File: src/rtl/vic_pkg.sv
package vic_pkg;
    typedef enum logic {
        ST_IDLE = 1'b0,
        ST_WAIT = 1'b1
    } vic_st_e;
endpackage

File: src/rtl/vic_prio_pick.sv
module vic_prio_pick #(
    parameter int NUM_LVL = 8,
    localparam int IDXW = $clog2(NUM_LVL)
) (
    input  logic [NUM_LVL-1:0] elig,
    output logic               valid,
    output logic [IDXW-1:0]    idx
);
    always_comb begin
        valid = 1'b0;
        idx   = '0;
        for (int i = NUM_LVL - 1; i >= 0; i--) begin
            if (elig[i]) begin
                valid = 1'b1;
                idx   = IDXW'(i);
            end
        end
    end
endmodule

File: src/rtl/vic_nest_stack.sv
module vic_nest_stack #(
    parameter int DEPTH = 8,
    parameter int W = 4,
    localparam int SPW = $clog2(DEPTH + 1)
) (
    input  logic         clk,
    input  logic         rst_n,
    input  logic         push,
    input  logic         pop,
    input  logic [W-1:0] din,
    output logic [W-1:0] top,
    output logic         empty
);
    typedef struct packed {
        logic [SPW-1:0]            sp;
        logic [DEPTH-1:0][W-1:0]   mem;
    } stk_t;

    stk_t stk_d, stk_q;

    always_comb begin
        stk_d = stk_q;
        top   = '0;
        for (int i = 0; i < DEPTH; i++) begin
            if (stk_q.sp == SPW'(i + 1)) top = stk_q.mem[i];
        end
        if (push) begin
            for (int i = 0; i < DEPTH; i++) begin
                if (stk_q.sp == SPW'(i)) stk_d.mem[i] = din;
            end
            stk_d.sp = stk_q.sp + 1'b1;
        end else if (pop) begin
            stk_d.sp = stk_q.sp - 1'b1;
        end
    end

    assign empty = (stk_q.sp == '0);

    always_ff @(posedge clk) begin
        if (!rst_n) stk_q <= '0;
        else        stk_q <= stk_d;
    end

    p_no_overflow_r6: assert property (@(posedge clk) disable iff (!rst_n)
        push |-> (stk_q.sp < SPW'(DEPTH)));
    p_no_underflow_r8: assert property (@(posedge clk) disable iff (!rst_n)
        pop |-> !empty);
    p_push_pop_excl_r8: assert property (@(posedge clk) disable iff (!rst_n)
        !(push && pop));
endmodule

File: src/rtl/vic_vec_timer.sv
module vic_vec_timer #(
    parameter int TIMEOUT = 16,
    localparam int CW = $clog2(TIMEOUT + 1)
) (
    input  logic clk,
    input  logic rst_n,
    input  logic clr,
    input  logic en,
    output logic expired
);
    logic [CW-1:0] cnt_d, cnt_q;

    assign expired = en && (cnt_q == CW'(TIMEOUT - 1));

    always_comb begin
        cnt_d = cnt_q;
        if (clr)                cnt_d = '0;
        else if (en && !expired) cnt_d = cnt_q + 1'b1;
    end

    always_ff @(posedge clk) begin
        if (!rst_n) cnt_q <= '0;
        else        cnt_q <= cnt_d;
    end
endmodule

File: src/rtl/prio_irq_ctrl.sv
module prio_irq_ctrl
    import vic_pkg::*;
#(
    parameter int NUM_LVL = 8,
    parameter int SW_CNT  = 2,
    parameter int VEC_W   = 8,
    parameter int TIMEOUT = 16,
    localparam int IDXW = $clog2(NUM_LVL),
    localparam int LW   = $clog2(NUM_LVL + 1)
) (
    input  logic               clk,
    input  logic               rst_n,
    input  logic [NUM_LVL-1:0] irq_in,
    input  logic [NUM_LVL-1:0] irq_mask,
    input  logic               sw_set_valid,
    input  logic [IDXW-1:0]    sw_set_lvl,
    output logic               cpu_req,
    input  logic               cpu_ack,
    input  logic               dev_vec_valid,
    input  logic [VEC_W-1:0]   dev_vec,
    output logic               disp_valid,
    output logic [IDXW-1:0]    disp_lvl,
    output logic [VEC_W-1:0]   disp_vec,
    output logic               bus_err,
    input  logic               cpu_ret,
    output logic [NUM_LVL-1:0] svc_mask,
    output logic [LW-1:0]      cur_lvl
);
    localparam logic [IDXW-1:0] SW_BASE = IDXW'(NUM_LVL - SW_CNT);

    typedef struct packed {
        vic_st_e            st;
        logic [NUM_LVL-1:0] pend;
        logic [NUM_LVL-1:0] svc;
        logic [LW-1:0]      cur;
        logic [IDXW-1:0]    sel;
        logic               req;
        logic               disp;
        logic [IDXW-1:0]    dlvl;
        logic [VEC_W-1:0]   dvec;
        logic               berr;
    } ctl_t;

    ctl_t c_d, c_q;

    logic [NUM_LVL-1:0] elig;
    logic [NUM_LVL-1:0] set_bits;
    logic [NUM_LVL-1:0] clr_bits;
    logic               cand_v;
    logic [IDXW-1:0]    cand_idx;
    logic               stk_push, stk_pop, stk_empty;
    logic [LW-1:0]      stk_top;
    logic               tmr_clr, tmr_exp;
    logic               ack_ok;

    // Eligibility per level: pending, unmasked (level 0 never masked), above current
    for (genvar g = 0; g < NUM_LVL; g++) begin : g_elig
        if (g == 0) begin : g_nmi
            assign elig[g] = c_q.pend[g] && (LW'(g) < c_q.cur);
        end else begin : g_mask
            assign elig[g] = c_q.pend[g] && !irq_mask[g] && (LW'(g) < c_q.cur);
        end
    end

    vic_prio_pick #(.NUM_LVL(NUM_LVL)) u_pick (
        .elig  (elig),
        .valid (cand_v),
        .idx   (cand_idx)
    );

    vic_nest_stack #(.DEPTH(NUM_LVL), .W(LW)) u_stack (
        .clk   (clk),
        .rst_n (rst_n),
        .push  (stk_push),
        .pop   (stk_pop),
        .din   (c_q.cur),
        .top   (stk_top),
        .empty (stk_empty)
    );

    vic_vec_timer #(.TIMEOUT(TIMEOUT)) u_timer (
        .clk     (clk),
        .rst_n   (rst_n),
        .clr     (tmr_clr),
        .en      (c_q.st == ST_WAIT),
        .expired (tmr_exp)
    );

    assign ack_ok = (c_q.st == ST_IDLE) && cpu_ack && c_q.req && cand_v;

    always_comb begin
        c_d      = c_q;
        c_d.disp = 1'b0;
        c_d.berr = 1'b0;
        set_bits = irq_in;
        clr_bits = '0;
        stk_push = 1'b0;
        stk_pop  = 1'b0;
        tmr_clr  = 1'b0;

        if (sw_set_valid && (sw_set_lvl >= SW_BASE)) set_bits[sw_set_lvl] = 1'b1;

        case (c_q.st)
            ST_IDLE: begin
                if (ack_ok) begin
                    clr_bits[cand_idx] = 1'b1;
                    c_d.sel = cand_idx;
                    c_d.st  = ST_WAIT;
                    tmr_clr = 1'b1;
                end else if (cpu_ret && !stk_empty) begin
                    c_d.svc[c_q.cur[IDXW-1:0]] = 1'b0;
                    c_d.cur = stk_top;
                    stk_pop = 1'b1;
                end
            end
            ST_WAIT: begin
                if ((c_q.sel >= SW_BASE) || dev_vec_valid) begin
                    c_d.disp = 1'b1;
                    c_d.dlvl = c_q.sel;
                    c_d.dvec = (c_q.sel >= SW_BASE) ? VEC_W'(c_q.sel) : dev_vec;
                    c_d.svc[c_q.sel] = 1'b1;
                    c_d.cur = LW'(c_q.sel);
                    stk_push = 1'b1;
                    c_d.st = ST_IDLE;
                end else if (tmr_exp) begin
                    c_d.berr = 1'b1;
                    c_d.st   = ST_IDLE;
                end
            end
            default: c_d.st = ST_IDLE;
        endcase

        c_d.pend = (c_q.pend & ~clr_bits) | set_bits;
        c_d.req  = (c_q.st == ST_IDLE) && cand_v && !ack_ok;
    end

    always_ff @(posedge clk) begin
        if (!rst_n) begin
            c_q     <= '0;
            c_q.st  <= ST_IDLE;
            c_q.cur <= LW'(NUM_LVL);
        end else begin
            c_q <= c_d;
        end
    end

    assign cpu_req    = c_q.req;
    assign disp_valid = c_q.disp;
    assign disp_lvl   = c_q.dlvl;
    assign disp_vec   = c_q.dvec;
    assign bus_err    = c_q.berr;
    assign svc_mask   = c_q.svc;
    assign cur_lvl    = c_q.cur;

    p_req_drop_r6: assert property (@(posedge clk) disable iff (!rst_n)
        (cpu_req && cpu_ack) |=> !cpu_req);
    p_disp_cur_r6: assert property (@(posedge clk) disable iff (!rst_n)
        disp_valid |-> (cur_lvl == LW'(disp_lvl) && svc_mask[disp_lvl]));
    p_one_outcome_r7: assert property (@(posedge clk) disable iff (!rst_n)
        !(disp_valid && bus_err));
    p_berr_pulse_r7: assert property (@(posedge clk) disable iff (!rst_n)
        bus_err |=> !bus_err);
    p_sw_vec_r10: assert property (@(posedge clk) disable iff (!rst_n)
        (disp_valid && disp_lvl >= SW_BASE) |-> (disp_vec == VEC_W'(disp_lvl)));
endmodule

File: config.mk
export PLATFORM = sky130hd
export DESIGN_NAME = prio_irq_ctrl
export DESIGN_NICKNAME = d
export VERILOG_FILES = /design/src/rtl/vic_pkg.sv /design/src/rtl/vic_prio_pick.sv /design/src/rtl/vic_nest_stack.sv /design/src/rtl/vic_vec_timer.sv /design/src/rtl/prio_irq_ctrl.sv
export SDC_FILE = /design/constraint.sdc
export NUM_CORES = 1
export LEC_CHECK = 0
export BUFFER_PORTS_ARGS = -buffer_cell sky130_fd_sc_hd__buf_2
export CAP_MARGIN = 10
export CELL_PAD_IN_SITES_DETAIL_PLACEMENT = 0
export CELL_PAD_IN_SITES_GLOBAL_PLACEMENT = 1
export CORE_ASPECT_RATIO = 0.6
export CORE_UTILIZATION = 38
export CTS_BUF_LIST = sky130_fd_sc_hd__clkbuf_16
export DETAILED_ROUTE_END_ITERATION = 10
export GPL_TIMING_DRIVEN = 0
export PLACE_DENSITY_LB_ADDON = 0.15
export SLEW_MARGIN = 20
export SYNTH_ARGS = -nofsm -noshare
export SYNTH_HDL_FRONTEND = slang
export SYNTH_SLANG_ARGS = --single-unit
File: constraint.sdc
create_clock -name clk -period 3.61 [get_ports clk]
set_input_delay 0.1805 -clock clk [delete_from_list [all_inputs] [get_ports clk]]
set_output_delay 0.1805 -clock clk [all_outputs]
set_load 0.02 [all_outputs]
==> metrics.md, run 1 <==
| Metric | Value |
|---|---|
| Total number of vias | 3837 |
| Worst Skew | approximately 0.0071 ns |
| Final ANT Viol Nets | 0 |
| Starting DRT DRC Count | approximately 320 |
| Crit Path Class | flop to flop |
| Fin crit share | 69.8% |
| Placer Congestion | approximately 0.85 |
| Max FO, Critical Path | 7 |
| Largest net degree at the start of global routing | 14 |
| Detail-routed net length per standard cell | 17.3 um |
| Share of layout cells above drive strength 1 | slightly above 20% |
| GRT Util Overall | about a quarter |
| Tot Pwr | 3110 uW |
| Placed cell areas | about 4500 sq um |
| CTS clk-pin slew, worst paths | approximately 0.060 ns |
| Final setup vio count | 0 |
| Residual DRC count | 0 |
| CTS sink cnt | 79 |
| Hold crit path type | input port to flop |
| Post-synth top area share | ~39% |
| Initial Util | between 40% and 50% |
| Max Fclk | ~400 MHz |
| Post-synth EDFFs | 0 |
| Drt first pass iters | 5 |
| # diodes | 0 |
| RSZ-0062 raised after global routing | false |
| Pwr per Cell Area | roughly 640 nW/um^2 |
| Min cycle time layout | approximately 2.5 ns |
| Synth Net Count | around 540 |
| Final core utilization | between 40% and 50% |
| Hold Buf Count CTS | 0 |
| Slew HR | 50.9% |
| Drt via density | ~5.4 |
| Post-synthesis sequential area ratio | around two fifths |
| Avg Cell Area, Syn | ~8 sq um |
| Latest clock arrival within the worst-skew pair | about 0.35 ns |
| Port Buffer Count | 56 |
| FF+latch count, synth | between 70 and 80 |
| Synth Instances | 500 |
| Die H | approximately 80 um |
| GR Overflow Total | 0 |
| DP Wirelength | about 9 mm |
| Post-synth ARST share | 0% |
| Post-CTS Resized | 0 |
| CTS Buffer Depth | 2 |
| Vias in the first global route | ~3500 |
| CTS buffer count | 9 |
| Library cells used by synthesis | 64 |
| Die area | 11200 sq um |
| FILL cells | ~1000 |
| Initial antenna violation count | 0 |
| H-tree levels | 3 |
| CTS tree | built |
| Commonest cells after routing, fill and taps aside | dfxtp_1, buf_2, nor2_1, nand2_1, a21oi_1 |
| Io pins | between 50 and 60 |
| Actual slew at the worst max-slew pin | 0.737 ns |
| CP endpoint kind | flop |
| Status | complete, no violations |
| Fin nets | between 600 and 700 |
| Post-CTS Setup Bufs | 0 |
| Cell Rows | 28 |
| Worst vdd ir | 0.432 mV |
| Layout Cell Area excl Fill | just under 5000 sq um |
| Max Cap Violations | 0 |
| Leading post-synthesis cells by cell area | dfxtp_1, nor2_1, a21oi_1, nand2_1, mux2i_1 |
| Chip width | around 140 um |
| Leakage | approximately 0.0020 uW |
| Final wirelength | 12.2 mm |
| YS warnings | 0 |
| Root Buffer Master | clkbuf_16 |
| CP startpoint kind | flop |
| Post-synth top area cell | dfxtp_1 |
| Slew Viols, Final | 0 |
| Most common cell after layout, fill and taps aside | dfxtp_1 |
| First-pass GRT wire length | about 19 mm |
| Main synth FF type | dfxtp_1 |
| CP Data Required Time | ~3.8 ns |
| Final Hold Viols | 0 |
| Area delta synth->final | 18.6% |
| Crit path DAT | 2.73 ns |
| Setup TNS | 0 ns |
| Cell Area, Synth | approximately 4100 sq um |
| Floorplan Core Area | approximately 10000 sq um |
power breakdown:
group          internal, uW  switching [uW]  leakage (uW)
sequential              939            70.1      0.000641
clock                   600             368      0.000149
combinational           368             769       0.00117
cells in the mapped netlist, types with 4 or more instances:
cell and instances:
dfxtp_1 79, nor2_1 59, nand2_1 50, a21oi_1 40, nand3_1 32, clkbuf_1 27
buf_4 23, o21ai_0 20, mux2i_1 18, inv_1 11, nand4_1 11, nor3_1 10
nand2b_1 9, o211ai_1 7, a221oi_1 6, ha_1 6, nor2b_1 6, a22oi_1 5
nand3b_1 5, o31ai_1 5, buf_2 4, o21a_1 4
layout make-up:
cell class | instances | area (sq um) | area share (%)
Inverter | 13 | 48.8 | 1.01
Clock buffer | 9 | 225 | 4.65
Tap cell | 135 | 169 | 3.49
Buffer | 57 | 313 | 6.46
Clock inverter | 6 | 85.1 | 1.76
Sequential cell | 79 | 1580 | 32.7
Timing Repair Buffer | 56 | 280 | 5.79
Multi-Input combinational cell | 351 | 2140 | 44.2
flip-flops by register name (all words and copies together) (netlist names):
signal / count
bus_err: 1
cpu_req: 1
u_stack.stk_q: 36
cur_lvl: 4
svc_mask: 8
u_timer.cnt_q: 5
c_q: 12
disp_lvl: 3
disp_valid: 1
disp_vec: 8
final timing paths:
| check | startpoint | endpoint | slack (ns) | cells past startpoint |
|---|---|---|---|---|
| setup / recovery | cur_lvl[2] | svc_mask[3] | 1.09 | 5 |
| hold / removal | irq_in[0] | c_q[29] | 0.06 | 3 |
| setup reg to reg | cur_lvl[2] | svc_mask[3] | 1.09 | 5 |
| hold reg to reg | u_stack.stk_q[27] | u_stack.stk_q[27] | 0.46 | 2 |
critical path, cell delays in order, from the launching register on:
cell and delay, ns:
dfxtp_1 0.42, o41ai_4 0.49, o21ai_2 0.18, o41a_1 0.58
nor4_1 0.58, o21ai_0 0.15
through the flow:
stage | cells | worst slack, ns | hold slack, ns
4_1_cts | 706 | 1.17 | 0.0548
2_1_floorplan | 500 | 1.63 | 0.298
6_report | 706 | 1.09 | 0.0581
3_5_place_dp | 691 | 1.20 | 0.407
3_3_place_gp | 691 | 1.16 | 0.385
5_1_grt | 706 | 0.973 | 0.0954
routing by layer:
layer	wire length [um]	GRT usage (%)
met1	6600	35.4
met2	4500	31.1
met3	996	7.02
met4	92	7.30
met5	0	0
kinds of logic (layout without fill, tap and decap cells):
| kind of cell | count (synthesis) | count (layout) | synth area share (%) |
|---|---|---|---|
| adder cells (fa/ha/maj) | 6 | 6 | 1.84 |
| multiplexers | 19 | 19 | 4.69 |
| AO/OA/AOI/OAI | 122 | 122 | 21.6 |
| flip-flops | 79 | 79 | 38.7 |
| XOR/XNOR | 4 | 4 | 0.859 |
| AND/OR/NAND/NOR | 200 | 200 | 23.5 |
| buffers and inverters | 70 | 141 | 8.86 |
Note: power is estimated with default switching activity, not from simulation.
==> inputs of run 2 (changes only) <==
Clock period 3.61 ns to 2.2 ns, I/O delays scaled along.
==> metrics.md, run 2 (synthesis gave the netlist of run 1 again) <==
| Metric | Value |
|---|---|
| Status | finished with violations |
| Failing checks | negative setup slack |
| Min cycle time layout | 2.20 ns (-0.319 ns) |
| Sw Share | 39.2% (+0.47 points) |
| DP Wirelength | 9.04 mm (unchanged) |
| GR Overflow Total | 0 (unchanged) |
| Max Cap Violations | 0 (unchanged) |
| CTS clk-pin slew, worst paths | 0.06 ns (about the same) |
| Area delta synth->final | 24.6% |
| Final Hold Viols | 0 (unchanged) |
| Crit path DAT | 2.45 ns (-0.28 ns) |
| Die area | 11200 sq um (unchanged) |
| Latest clock arrival within the worst-skew pair | 0.35 ns (about the same) |
| Final setup vio count | 1 (+1) |
| Worst Skew | 0.00559 ns (-0.00149 ns) |
| Setup TNS | -0.000557 ns (-0.000557 ns) |
| Initial Util | 40.2% (unchanged) |
| Slew HR | 51.0% (+0.11 points) |
| Placed cell areas | 4530 sq um (unchanged) |
| Final WS setup | -0.000557 ns (-1.09 ns) |
| Most common cell after layout, fill and taps aside | dfxtp_1 |
| Psw | 2130 uW (+76%) |
| Max FFs per register | 36 (unchanged) |
| CP startpoint kind | flop |
| Starting DRT DRC Count | 317 (-1.6%) |
| Actual slew at the worst max-slew pin | 0.735 ns (-0.00168 ns) |
| Crit Path Class | flop to flop |
| Die H | 82.3 um (unchanged) |
| Pwr per Cell Area | 1070 nW/um^2 (+66%) |
| DR WL met2 | 4.82 mm (+7.2%) |
| Vias in the first global route | 3555 (+1.7%) |
| CTS tree | built |
| Chip width | 136 um (unchanged) |
| Placer Congestion | 0.854 (unchanged) |
| Total number of vias | 3968 (+3.4%) |
| First-pass GRT wire length | 19.5 mm (+1.5%) |
| Fin crit share | 100% (+30 points) |
| Share of layout cells above drive strength 1 | 26.7% (+6.4 points) |
| Logic pwr share | 39.6% (+3.1 points) |
| Max FO, Critical Path | 10 (+3) |
| CP Data Required Time | 2.44 ns (-1.38 ns) |
| Io pins | 59 (unchanged) |
| Routed wl met3 | 1.19 mm (+20%) |
| Regs by FF count | u_stack.stk_q: 36 flops, c_q: 12 flops |
| Drt via density | 5.51 (+1.4%) |
| Initial antenna violation count | 0 (unchanged) |
| Residual DRC count | 0 (unchanged) |
| Root Buffer Master | clkbuf_16 |
| Worst hold slack | 0.000736 ns (-0.0574 ns) |
| Hold crit path type | input port to flop |
| Floorplan Core Area | 10200 sq um (unchanged) |
| Port Buffer Count | 56 (unchanged) |
| Leakage | 0.00208 uW (+6.3%) |
| Layout Cell Area excl Fill | 5090 sq um (+5.1%) |
| CP endpoint kind | flop |
| Max Fclk | 454 MHz (+15%) |
| Drt first pass iters | 5 (unchanged) |
| Final ANT Viol Nets | 0 (unchanged) |
| DRT met1 WL | 6.52 mm (-1.2%) |
| CTS sink cnt | 79 (unchanged) |
| CTS Buffer Depth | 2 (unchanged) |
| Slew Viols, Final | 0 (unchanged) |
| # diodes | 0 (unchanged) |
| Int Power | 3300 uW (+73%) |
| Top routing layer used | met4 |
| CTS buffer count | 9 (unchanged) |
| Detail-routed net length per standard cell | 17.7 um (+2.2%) |
| Cell Rows | 28 (unchanged) |
| Reg power frac | 30.9% (-1.5 points) |
| Fin nets | 620 (+2.3%) |
| Commonest cells after routing, fill and taps aside | dfxtp_1, buf_2, nor2_1, nand2_1, a21oi_1 |
| Largest net degree at the start of global routing | 14 (unchanged) |
| H-tree levels | 3 (unchanged) |
| Worst vdd ir | 0.743 mV (+72%) |
| Most flops, register | u_stack.stk_q |
| Final wirelength | 12.7 mm (+4.3%) |
| Final core utilization | 50.1% (+2.4 points) |
| GRT Util Overall | 23.9% (+0.31 points) |
| Clock power share | 29.5% (-1.6 points) |
-- run 2: changes by cell type in the layout (fill, tap and decap cells not counted), sizes merged --
cell	delta
buf	+15
clkbuf	-4
dlygate4sd3	+3
-- run 2: metal layers --
layer,GRT usage [%],up-vias
met1,35.7,1867
met4,7.75,0
li1,-,1920
met2,31.7,164
met5,0,-
met3,6.96,17
-- run 2: worst paths after layout --
kind                      from           endpoint  slack [ns]  depth (start not counted)
min reg2reg  u_stack.stk_q[27]  u_stack.stk_q[27]        0.46                          2
max reg2reg         cur_lvl[0]        svc_mask[1]     -0.0006                          7
max                 cur_lvl[0]        svc_mask[1]     -0.0006                          7
min                 dev_vec[7]        disp_vec[7]      0.0007                          3
-- run 2: power groups by stage --
stage	combinational, uW	clock [uW]	sequential [uW]
5_1_grt	2340	1680	1690
2_1_floorplan	1320	0	1660
6_report	2150	1600	1680
3_3_place_gp	1810	0	1680
4_1_cts	1950	1620	1650
3_5_place_dp	1820	0	1680
-- run 2: cell type report --
type | count | area [sq um]
Clock inverter | 6 | 85.1
Sequential cell | 79 | 1590
Inverter | 13 | 50.0
Timing Repair Buffer | 72 | 408
Clock buffer | 9 | 225
Fill cell | 1014 | 5070
Buffer | 55 | 323
Multi-Input combinational cell | 351 | 2240
Tap cell | 135 | 169
-- run 2: critical path: stages, from the launching register on --
cell	delay [ns]
dfxtp_2	0.35
buf_4	0.18
a211oi_4	0.30
o32ai_4	0.18
o41ai_4	0.41
buf_4	0.20
nand4_1	0.17
a32o_1	0.29
-- run 2: what timing repair did --
item | in CTS | in global routing
setup buffers | 6 | 7
pin swaps | 5 | 6
gates resized for setup | 10 | 37
endpoints found under the setup margin | 21 | 36
hold endpoints to repair | 3 | 0
hold buffers | 3 | 0
-- run 2: through the flow --
stage,power (uW),cells,worst slack [ns]
floorplan,2980,500,0.217
global placement,3500,691,-0.246
detailed placement,3510,691,-0.209
CTS,5220,715,-0.00124
global route,5710,720,-0.0563
finish,5420,720,-0.000557
